--- src/rtl/nvm_pkg.sv ---
package nvm_pkg;

  localparam int CMD_W = 4;

  typedef enum logic [CMD_W-1:0] {
    CMD_READ        = 4'h1,
    CMD_WRITE       = 4'h2,
    CMD_READ_STREAM = 4'h3,
    CMD_ERASE_ALL   = 4'h4,
    CMD_STATUS      = 4'h5,
    CMD_UNLOCK      = 4'h6,
    CMD_LOCK        = 4'h7
  } cmd_e;

  typedef enum logic [1:0] {
    JOB_NONE  = 2'd0,
    JOB_WRITE = 2'd1,
    JOB_ERASE = 2'd2
  } job_e;

  function automatic logic is_read_cmd(input logic [CMD_W-1:0] c);
    return (c == CMD_READ) || (c == CMD_READ_STREAM);
  endfunction

  function automatic logic is_status_cmd(input logic [CMD_W-1:0] c);
    return c == CMD_STATUS;
  endfunction

endpackage

--- src/rtl/nvm_pin_sync.sv ---
module nvm_pin_sync (
  input  logic clk_i,
  input  logic rst_ni,
  input  logic cs_ni,
  input  logic sck_i,
  input  logic sdi_i,
  output logic sel_o,
  output logic rise_o,
  output logic fall_o,
  output logic sdi_o
);
  logic cs_q, sck_q, sck_prev_q, sdi_q;

  always_ff @(posedge clk_i or negedge rst_ni) begin
    if (!rst_ni) begin
      cs_q       <= 1'b1;
      sck_q      <= 1'b0;
      sck_prev_q <= 1'b0;
      sdi_q      <= 1'b0;
    end else begin
      cs_q       <= cs_ni;
      sck_q      <= sck_i;
      sck_prev_q <= sck_q;
      sdi_q      <= sdi_i;
    end
  end

  assign sel_o  = ~cs_q;
  assign rise_o = sel_o & sck_q & ~sck_prev_q;
  assign fall_o = sel_o & ~sck_q & sck_prev_q;
  assign sdi_o  = sdi_q;

endmodule

--- src/rtl/nvm_frame_rx.sv ---
module nvm_frame_rx #(
  parameter int ADDR_W = 8,
  parameter int CMD_W  = 4,
  parameter int DATA_W = 8
) (
  input  logic              clk_i,
  input  logic              rst_ni,
  input  logic              sel_i,
  input  logic              rise_i,
  input  logic              sdi_i,
  output logic              hdr_stb_o,
  output logic              dat_stb_o,
  output logic [ADDR_W-1:0] addr_o,
  output logic [CMD_W-1:0]  cmd_o,
  output logic [DATA_W-1:0] data_o
);
  localparam int HDR_LEN  = ADDR_W + CMD_W;
  localparam int FULL_LEN = HDR_LEN + DATA_W;
  localparam int CNT_W    = $clog2(FULL_LEN + 1);

  logic [FULL_LEN-1:0] bits_q;
  logic [CNT_W-1:0]    cnt_q;
  logic                take_bit;

  assign take_bit = rise_i && (cnt_q != CNT_W'(FULL_LEN));

  always_ff @(posedge clk_i or negedge rst_ni) begin
    if (!rst_ni) begin
      bits_q    <= '0;
      cnt_q     <= '0;
      hdr_stb_o <= 1'b0;
      dat_stb_o <= 1'b0;
    end else begin
      hdr_stb_o <= 1'b0;
      dat_stb_o <= 1'b0;
      if (!sel_i) begin
        cnt_q <= '0;
      end else if (take_bit) begin
        bits_q[cnt_q] <= sdi_i;
        cnt_q         <= cnt_q + 1'b1;
        if (cnt_q == CNT_W'(HDR_LEN - 1))  hdr_stb_o <= 1'b1;
        if (cnt_q == CNT_W'(FULL_LEN - 1)) dat_stb_o <= 1'b1;
      end
    end
  end

  assign addr_o = bits_q[ADDR_W-1:0];
  assign cmd_o  = bits_q[HDR_LEN-1:ADDR_W];
  assign data_o = bits_q[FULL_LEN-1:HDR_LEN];

  // header and data strobes belong to different bit positions of one frame
  assert_strobes_apart_R2: assert property (@(posedge clk_i) disable iff (!rst_ni)
    hdr_stb_o |-> !dat_stb_o);

endmodule

--- src/rtl/nvm_busy_timer.sv ---
module nvm_busy_timer #(
  parameter int CYCLES = 16
) (
  input  logic clk_i,
  input  logic rst_ni,
  input  logic start_i,
  output logic busy_o,
  output logic done_o
);
  localparam int CW = $clog2(CYCLES + 1);

  logic [CW-1:0] left_q;
  logic [CW-1:0] run_q;

  always_ff @(posedge clk_i or negedge rst_ni) begin
    if (!rst_ni) begin
      left_q <= '0;
    end else if (start_i) begin
      left_q <= CW'(CYCLES);
    end else if (left_q != '0) begin
      left_q <= left_q - 1'b1;
    end
  end

  assign busy_o = (left_q != '0);
  assign done_o = (left_q == CW'(1));

  // checker-side run-length counter for the timing window
  always_ff @(posedge clk_i or negedge rst_ni) begin
    if (!rst_ni)      run_q <= '0;
    else if (!busy_o) run_q <= '0;
    else              run_q <= run_q + 1'b1;
  end

  assert_busy_len_R12: assert property (@(posedge clk_i) disable iff (!rst_ni)
    $fell(busy_o) |-> (run_q == CW'(CYCLES)));

  assert_no_restart_R8: assert property (@(posedge clk_i) disable iff (!rst_ni)
    start_i |-> !busy_o);

endmodule

--- src/rtl/nvm_cell_array.sv ---
module nvm_cell_array #(
  parameter int ADDR_W = 8,
  parameter int DATA_W = 8
) (
  input  logic              clk_i,
  input  logic              rst_ni,
  input  logic              we_i,
  input  logic [ADDR_W-1:0] wa_i,
  input  logic [DATA_W-1:0] wd_i,
  input  logic              clr_i,
  input  logic [ADDR_W-1:0] ra_i,
  output logic [DATA_W-1:0] rd_o
);
  localparam int DEPTH = 1 << ADDR_W;

  logic [DATA_W-1:0] cells [DEPTH];

  always_ff @(posedge clk_i) begin
    for (int i = 0; i < DEPTH; i++) begin
      if (clr_i)                              cells[i] <= '0;
      else if (we_i && wa_i == ADDR_W'(i))    cells[i] <= wd_i;
    end
  end

  assign rd_o = cells[ra_i];

  // a clear and a single-word write never commit together
  assert_clear_excl_R6: assert property (@(posedge clk_i) disable iff (!rst_ni)
    !(we_i && clr_i));

endmodule

--- src/rtl/serial_nvm_slave.sv ---
module serial_nvm_slave
  import nvm_pkg::*;
#(
  parameter int ADDR_W      = 8,
  parameter int DATA_W      = 8,
  parameter int PROG_CYCLES = 16
) (
  input  logic clk_i,
  input  logic rst_ni,
  input  logic cs_ni,
  input  logic sck_i,
  input  logic sdi_i,
  output logic sdo_o
);
  localparam int RC_W  = $clog2(DATA_W + 1);
  localparam int BIT_W = (DATA_W > 1) ? $clog2(DATA_W) : 1;

  function automatic logic [ADDR_W-1:0] addr_step(input logic [ADDR_W-1:0] a);
    return a + 1'b1;
  endfunction

  // pin front end
  logic sel, rise, fall, sdi_s;
  nvm_pin_sync u_sync (
    .clk_i(clk_i), .rst_ni(rst_ni), .cs_ni(cs_ni), .sck_i(sck_i), .sdi_i(sdi_i),
    .sel_o(sel), .rise_o(rise), .fall_o(fall), .sdi_o(sdi_s)
  );

  // frame assembly
  logic              hdr_stb, dat_stb;
  logic [ADDR_W-1:0] f_addr;
  logic [CMD_W-1:0]  f_cmd;
  logic [DATA_W-1:0] f_data;
  nvm_frame_rx #(.ADDR_W(ADDR_W), .CMD_W(CMD_W), .DATA_W(DATA_W)) u_rx (
    .clk_i(clk_i), .rst_ni(rst_ni), .sel_i(sel), .rise_i(rise), .sdi_i(sdi_s),
    .hdr_stb_o(hdr_stb), .dat_stb_o(dat_stb),
    .addr_o(f_addr), .cmd_o(f_cmd), .data_o(f_data)
  );

  // control state
  logic              wen_q, mon_q, rd_on_q, rd_stream_q, wr_wait_q, sdo_q;
  logic [RC_W-1:0]   rd_cnt_q;
  logic [ADDR_W-1:0] rd_addr_q, job_addr_q;
  logic [DATA_W-1:0] job_data_q;
  job_e              job_q;

  // named internal events
  logic busy, tmr_done;
  logic accept_hdr, take_cmd, start_erase, start_write, tmr_start;
  logic byte_done, cell_we, cell_clr;
  logic [ADDR_W-1:0] rd_ra;
  logic [DATA_W-1:0] rd_word;

  assign accept_hdr  = hdr_stb && sel;
  assign take_cmd    = accept_hdr && !busy && !is_status_cmd(f_cmd);
  assign start_erase = take_cmd && (f_cmd == CMD_ERASE_ALL) && wen_q;
  assign start_write = dat_stb && sel && wr_wait_q && wen_q && !busy;
  assign tmr_start   = start_erase || start_write;
  assign byte_done   = (rd_cnt_q == RC_W'(DATA_W));
  assign rd_ra       = byte_done ? addr_step(rd_addr_q) : rd_addr_q;
  assign cell_we     = tmr_done && (job_q == JOB_WRITE);
  assign cell_clr    = tmr_done && (job_q == JOB_ERASE);

  nvm_busy_timer #(.CYCLES(PROG_CYCLES)) u_timer (
    .clk_i(clk_i), .rst_ni(rst_ni), .start_i(tmr_start),
    .busy_o(busy), .done_o(tmr_done)
  );

  nvm_cell_array #(.ADDR_W(ADDR_W), .DATA_W(DATA_W)) u_cells (
    .clk_i(clk_i), .rst_ni(rst_ni), .we_i(cell_we), .wa_i(job_addr_q), .wd_i(job_data_q),
    .clr_i(cell_clr), .ra_i(rd_ra), .rd_o(rd_word)
  );

  always_ff @(posedge clk_i or negedge rst_ni) begin
    if (!rst_ni) begin
      wen_q       <= 1'b0;
      mon_q       <= 1'b0;
      rd_on_q     <= 1'b0;
      rd_stream_q <= 1'b0;
      rd_cnt_q    <= '0;
      rd_addr_q   <= '0;
      wr_wait_q   <= 1'b0;
      job_q       <= JOB_NONE;
      job_addr_q  <= '0;
      job_data_q  <= '0;
      sdo_q       <= 1'b1;
    end else begin
      if (tmr_done) job_q <= JOB_NONE;
      if (start_erase) job_q <= JOB_ERASE;
      if (start_write) begin
        job_q      <= JOB_WRITE;
        job_addr_q <= f_addr;
        job_data_q <= f_data;
      end

      if (!sel) begin
        mon_q     <= 1'b0;
        rd_on_q   <= 1'b0;
        wr_wait_q <= 1'b0;
        sdo_q     <= 1'b1;
      end else begin
        if (accept_hdr && is_status_cmd(f_cmd)) mon_q <= 1'b1;
        if (take_cmd) begin
          case (cmd_e'(f_cmd))
            CMD_UNLOCK: wen_q     <= 1'b1;
            CMD_LOCK:   wen_q     <= 1'b0;
            CMD_WRITE:  wr_wait_q <= 1'b1;
            CMD_READ, CMD_READ_STREAM: begin
              rd_on_q     <= 1'b1;
              rd_stream_q <= (f_cmd == CMD_READ_STREAM);
              rd_cnt_q    <= '0;
              rd_addr_q   <= f_addr;
            end
            default: ;
          endcase
        end
        if (dat_stb) wr_wait_q <= 1'b0;
        if (fall && rd_on_q) begin
          if (byte_done) begin
            if (rd_stream_q) begin
              rd_addr_q <= rd_ra;
              sdo_q     <= rd_word[0];
              rd_cnt_q  <= RC_W'(1);
            end else begin
              rd_on_q <= 1'b0;
              sdo_q   <= 1'b1;
            end
          end else begin
            sdo_q    <= rd_word[rd_cnt_q[BIT_W-1:0]];
            rd_cnt_q <= rd_cnt_q + 1'b1;
          end
        end
      end
    end
  end

  assign sdo_o = mon_q ? ~busy : sdo_q;

  assert_idle_high_R1: assert property (@(posedge clk_i) disable iff (!rst_ni)
    !sel |=> sdo_o);

  assert_start_enabled_R9: assert property (@(posedge clk_i) disable iff (!rst_ni)
    $rose(busy) |-> $past(wen_q));

  assert_commit_pending_R5: assert property (@(posedge clk_i) disable iff (!rst_ni)
    $fell(busy) |-> $past(job_q != JOB_NONE));

  assert_read_not_busy_R8: assert property (@(posedge clk_i) disable iff (!rst_ni)
    $rose(rd_on_q) |-> !$past(busy));

  assert_reset_locked_R11: assert property (@(posedge clk_i) disable iff (!rst_ni)
    $rose(rst_ni) |-> !wen_q);

endmodule

--- config.mk ---
export PLATFORM = sky130hd
export DESIGN_NAME = serial_nvm_slave
export DESIGN_NICKNAME = d
export VERILOG_FILES = /design/src/rtl/nvm_pkg.sv /design/src/rtl/nvm_pin_sync.sv /design/src/rtl/nvm_frame_rx.sv /design/src/rtl/nvm_busy_timer.sv /design/src/rtl/nvm_cell_array.sv /design/src/rtl/serial_nvm_slave.sv
export SDC_FILE = /design/constraint.sdc
export NUM_CORES = 2
export LEC_CHECK = 0
export ABC_AREA = 1
export BUFFER_PORTS_ARGS = -buffer_cell sky130_fd_sc_hd__buf_4
export CORE_MARGIN = 4
export CORE_UTILIZATION = 30
export DETAILED_ROUTE_END_ITERATION = 8
export SYNTH_ARGS = -nofsm -noshare
export SYNTH_HDL_FRONTEND = slang
export SYNTH_HIERARCHICAL = 1
export SYNTH_SLANG_ARGS = --single-unit
--- constraint.sdc ---
create_clock -name clk_i -period 2.9 [get_ports clk_i]
set_clock_uncertainty 0.15 [all_clocks]
set_input_delay 0.435 -clock clk_i [delete_from_list [all_inputs] [get_ports clk_i]]
set_output_delay 0.435 -clock clk_i [all_outputs]
set_load 0.005 [all_outputs]
Word-level counts from Yosys, hierarchy flattened:

Memories as Yosys holds them, arrays and structs flattened.
Index checks and enable logic that the tools add are counted.

* register bits after elaboration: 72
* memory bits (writable): 2048
* input bits: 5
* word-level logic and storage cells: 1923
* memories: 1

* $add $sub $neg: 4
* order comparisons: 3
* equality and inequality tests: 269
* muxes and demuxes: 1073
* bitwise logic cells: 264
* reductions and logical operators: 289

Memory list
* u_cells.cells: words 256, width 8, read ports 1, clocked after memory_dff 0, write ports 256, line nvm_cell_array.sv:16 `logic [DATA_W-1:0] cells [DEPTH];`

Operator list (count)
* $mux W8: 262
* $eq A8 B8 Y1 const B: 128
* $mux W1: 795
* $eq A8 B7 Y1 const B: 64
* $logic_and A1 B1 Y1: 271
* $eq A8 B6 Y1 const B: 32
* $or A1 B1 Y1: 256
* $eq A8 B5 Y1 const B: 16
* $eq A8 B4 Y1 const B: 8
* $eq A8 B3 Y1 const B: 4
* $bwmux W20: 1
* $mux W4: 5
* $mux W5: 4
* $eq A4 B3 Y1 const B: 4
* $eq A8 B2 Y1 const B: 2
* $reduce_bool A2 Y1: 5
* $reduce_bool A3 Y1: 3
* $add A8 B1 Y8 const B: 1
* $eq A4 B2 Y1 const B: 2
* $eq A8 B1 Y1 const B: 1
* $logic_not A8 Y1: 1
* $lt A5 B6 Y1 const B: 1
* $mux W2: 3
* $reduce_and A3 Y1: 2
* 23 further kinds: 31

Longest topological paths before layout:

* depth in word-level cells: 9
* depth in mapped cells: 25

Modules after synthesis:

The synthesis kept the hierarchy.

By module, submodules not included
* nvm_cell_array: instances 1, cells an instance 9648, area an instance 94657.0 um2, sequential area each 61499.0 um2
* serial_nvm_slave: instances 1, cells an instance 309, area an instance 2188.3 um2, sequential area each 902.1 um2
* nvm_frame_rx: instances 1, cells an instance 189, area an instance 1496.4 um2, sequential area each 675.6 um2
* nvm_busy_timer: instances 1, cells an instance 33, area an instance 277.8 um2, sequential area each 125.1 um2
* nvm_pin_sync: instances 1, cells an instance 9, area an instance 120.1 um2, sequential area each 101.3 um2

Worst setup path after synthesis:

No wires, ideal clock.

* path type: register to register
* start: reg rd_cnt_q[0]
* end: reg sdo_q
* arrival time: 2.819 ns
* required time: 2.672 ns
* path slack: -0.147 ns
* stages on the path, launching flop included: 24
* buffers on the path: 2
* clock period less this slack: 3.047 ns
* cells stage by stage: dfrtp_1 inv_1 ha_1 nand2_2 nor2_4 nand2_1 xor2_1 inv_1 inv_1 clkbuf_1 clkbuf_1 nand3_1 nand3_1 nand3_1 nand3_1 nand2_1 nand2_1 nand2_1 nor2_1 nor2_1 o21ai_0 o211ai_1 nand3_1 nand2_1

* word-level cells in the longest chain between the ends: 8

Ends and longest elaborated chain
* start, declared: line serial_nvm_slave.sv:42 `logic [RC_W-1:0] rd_cnt_q;`
* start signal, assigned: line serial_nvm_slave.sv:130 `rd_cnt_q <= rd_cnt_q + 1'b1;`
* $eq A4 B4 Y1: line serial_nvm_slave.sv:59 `assign byte_done = (rd_cnt_q == RC_W'(DATA_W));`
* $mux W8: line serial_nvm_slave.sv:60 `assign rd_ra = byte_done ? addr_step(rd_addr_q) : rd_addr_q;`
* via rd_ra[3]: line serial_nvm_slave.sv:51 `logic [ADDR_W-1:0] rd_ra;`
* $mem_v2 Z256 W8
* via rd_word[6]: line serial_nvm_slave.sv:52 `logic [DATA_W-1:0] rd_word;`
* $bmux W1 S3: line serial_nvm_slave.sv:129 `sdo_q <= rd_word[rd_cnt_q[BIT_W-1:0]];`
* $mux W1 (implied by the code): line serial_nvm_slave.sv:129
* $mux W1: line serial_nvm_slave.sv:119 `if (byte_done) begin`
* $mux W1: line serial_nvm_slave.sv:118 `if (fall && rd_on_q) begin`
* $mux W1: line serial_nvm_slave.sv:96 `if (!sel) begin`
* end signal, assigned: line serial_nvm_slave.sv:122 `sdo_q <= rd_word[0];`
* end signal, assigned: line serial_nvm_slave.sv:129
* end, declared: line serial_nvm_slave.sv:41 `logic wen_q, mon_q, rd_on_q, rd_stream_q, wr_wait_q, sdo_q;`

The timed path passes the listed nets, and every way through them passes these cells. The select of a mux whose other input is x is not followed.
A chain may end at the register's enable or synchronous reset.

Worst setup path after layout:

Same ends and word-level chain as after synthesis.

==> flow_summary.json <==
{
  "status": "complete, but fails checks",
  "violations": "negative setup slack",
  "cellInternalPower_w": 0.0491,
  "syn-num-nets": 10200,
  "power_frac_comb_pct": 0.1,
  "detail-route-antenna-nets": 0,
  "rsz0062_at_grt": "yes",
  "drc": 0,
  "postSynthAreaPerCell_um2": 9.69,
  "reg2reg_depth": 24,
  "netlist_area_um2": 98700,
  "grt_pass1_vias": 75200,
  "reg2reg_from": "rd_cnt_q[0]",
  "coreArea_um2": 327000,
  "grt_pass1_wl_mm": 496,
  "max-cap-violations": 0,
  "slew_headroom_pct": 39.8,
  "die-area_um2": 338000,
  "worstPathArrival_ns": 4.30,
  "nets": 10600,
  "syn2layout_area_growth_pct": 22.0,
  "cts.sinks": 2120,
  "clock_latency_ns": 0.92,
  "cp_cell_sequence": "inv_2 > ha_4 > nand2_2 > nor2_4 > nand2_2 > o21ai_4 > buf_12 > inv_12 > bufbuf_16 > buf_4 > nand3_1 > nand3_2 > nand3_1 > nand3_1 > nand3_2 > nand3_1 > buf_4 > nand2_1 > nand2_2 > nand2_1 > o21ai_1 > o211ai_1 > nand3_1 > nand2_1",
  "design_power_total_w": 0.0617,
  "htree_levels": 4,
  "io_buffer_count": 5,
  "post_drt_wl_per_cell_um": 22.7,
  "crit_start": "rd_cnt_q[0]",
  "layout_setup_ws_ns": -0.733,
  "cp-start-kind": "flip-flop",
  "hold_class": "input pin to flip-flop",
  "min_period_ns": 3.63,
  "start_util_pct": 30.2,
  "fp.dieW_um": 582,
  "worst-path-max-fanout": 5,
  "worst_hold_slack_ns": 0.109,
  "grt_max_degree": 110,
  "hold_viol_final": 0,
  "crit_top_cell": "nand3_1",
  "ys_seq_area_share_pct": 64.1,
  "seq_power_share_pct": 53.6,
  "cp_slowest_cell": "dfrtp_1",
  "hpwl_mm": 215,
  "swShare_pct": 20.3,
  "ys_warn_count": 6,
  "power_switching_w": 0.0125,
  "endpoint": "sdo_q",
  "fmax_ghz": 0.275,
  "timing.reg2reg.setup_slack_ns": -0.73,
  "max_stage_delay_ns": 0.40,
  "drive_gt1_share_pct": 17.3,
  "antenna_found_initial": 10,
  "synth_cell_types": 39,
  "hold_depth": 2,
  "wirelength_mm": 342,
  "pin_count": 6,
  "p_per_area_nw_per_um2": 512,
  "row_count": 210,
  "cts_made_buffers": 225,
  "vias": 78800,
  "overflow": 0,
  "path_clk_slew_ns": 0.06,
  "clockBufferDepth": 3,
  "viasPerCell": 5.22,
  "drv_slew": 0,
  "cts_tree": "yes",
  "place.gp.congestion": 0.956,
  "synth_seq_cells": 2120,
  "setup.worst_path.end_class": "flip-flop",
  "leakagePower_nw": 38.9,
  "path_class": "flip-flop to flip-flop",
  "cts_root_buf": "clkbuf_16",
  "dr.first_iter.drc_count": 9791,
  "grtUsageTotal_pct": 19.4,
  "worst_pin_slew_ns": 0.902,
  "drt_pass1_iterations": 6,
  "setup_viol": 1,
  "r2r_end": "sdo_q",
  "ir_drop_v": 0.000542,
  "die_h_um": 582,
  "cp.required_ns": 3.57,
  "p_clk_share_pct": 46.2,
  "syn-instance-count": 10200,
  "min_period_over_period_pct": 125
}
[state kept, by name, summed over array words and instances, names as in the netlist, 2 cells and up]
signal	count
job_addr_q	8
u_cells/cells	2048
u_timer/left_q	5
rd_cnt_q	4
job_data_q	8
u_rx/cnt_q	5
u_rx/bits_q	20
rd_addr_q	8
job_q	2
[Yosys cell counts, drive strengths merged]
cell | number | share of area (%)
a21oi | 8 | 0.041
edfxtp | 2048 | 62
o211ai | 2 | 0.015
ha | 9 | 0.11
a41oi | 1 | 0.0089
nor3 | 6 | 0.047
nand3 | 2331 | 12
and2 | 2 | 0.013
nand4 | 28 | 0.18
buf | 420 | 2.4
clkinv | 3 | 0.016
dfstp | 2 | 0.053
dfrtp | 70 | 1.8
nor2 | 2152 | 8.4
o21ai | 279 | 1.4
xor2 | 3 | 0.027
clkbuf | 392 | 1.5
inv | 136 | 0.52
xnor2 | 2 | 0.018
a31oi | 1 | 0.0063
nand2 | 2293 | 8.7
[power by group through the flow]
stage | Combinational, W | Clock, W | Sequential [W]
3_5_place_dp | 0.0000829 | 0 | 0.0337
6_report | 0.0000916 | 0.0285 | 0.0331
4_1_cts | 0.0000939 | 0.0289 | 0.0331
2_1_floorplan | 0.0000502 | 0 | 0.0337
3_3_place_gp | 0.0000821 | 0 | 0.0337
5_1_grt | 0.000103 | 0.0301 | 0.0331
[logic make-up (layout without fill, tap and decap cells)]
logic type                 count (synthesis)  count (layout)  share of synthesized area [%]
DFF                                     2120            2120                           64.1
other                                      0               2                              0
adders and majority gates                  9               9                          0.114
AOI/OAI and AO/OA                        291             291                           1.50
buffers and inverters                    951            1503                           4.41
and+or+nand+nor                         6812            6812                           29.8
xor gates and xnor gates                   5               5                         0.0444
[worst max-delay path, delay by kind of cell, from the launching register on]
family	cells	cell delay, ns
simple gates	14	1.59
fa+ha+maj	1	0.15
compound gates	3	0.26
flops	1	0.40
buf+inv	6	0.99
[placed cells by master (no fill, tap or decap), drive strengths merged, types with 3 or more instances in the layout]
cell         synthesis  layout
nor2              2152    2152
xor2                 3       3
o21ai              279     279
nor3                 6       6
clkbuf             392     285
bufinv               0      19
nand2             2293    2293
dlygate4sd3          0       5
edfxtp            2048    2048
a21oi                8       8
clkinv               3     102
clkinvlp             0       8
inv                136     139
nand3             2331    2331
dfrtp               70      70
buf                420     931
bufbuf               0      14
ha                   9       9
nand4               28      28
[metal layers]
| metal | vias up | track usage [%] | routed length, µm |
|---|---|---|---|
| met5 | - | 0 | 40 |
| met2 | 4095 | 30.5 | 156000 |
| li1 | 35500 | - | - |
| met4 | 6 | 8.22 | 16000 |
| met1 | 38400 | 25.9 | 136000 |
| met3 | 735 | 4.18 | 34800 |
[repair_timing]
action                                 4_1_cts  5_1_grt
setup buffers                               46       15
resized for setup                          372      216
cloned                                      29        5
endpoints found under the hold margin       74        0
pin swaps                                   75       27
setup endpoints to repair                  663     2056
hold buffers                                 6        0
[how the worst min path moves through the flow]
| stage | from | endpoint | slack (ns) |
|---|---|---|---|
| 2_1_floorplan | rst_ni | job_addr_q[0] | -0.01 |
| 3_5_place_dp | rst_ni | u_sync/sck_q | 0.27 |
| 4_1_cts | cs_ni | u_sync/cs_q | 0.07 |
| 3_3_place_gp | rst_ni | u_sync/sck_q | 0.27 |
| 5_1_grt | cs_ni | u_sync/cs_q | 0.1 |
| 6_report | cs_ni | u_sync/cs_q | 0.11 |
[layout make-up]
cell class              instances  area, µm²
diodes                          2       5.00
clock buffers                 281       5900
clock inverters               126       1340
fillers                     32300     207000
inverters                     139        707
multi-input cells            7117      33100
flip-flops and latches       2120      63300
well taps                    4346       5440
repair buffers                954      10700
repair inverters                3       40.0
[through the flow]
stage	setup WS (ns)	area (µm²)	utilization, %	cells	TNS [ns]
floorplan	-0.0838	98800	-	10200	-14.73
global placement	-1.10	109000	33.3	14600	-2.88
detailed placement	-0.975	109000	33.3	14600	-7.82
CTS	-0.535	120000	36.5	15100	-0.535
global route	-0.786	120000	36.8	15100	-6.29
finish	-0.733	120000	36.8	15100	-0.733
Note: power is estimated with default switching activity, not from simulation.
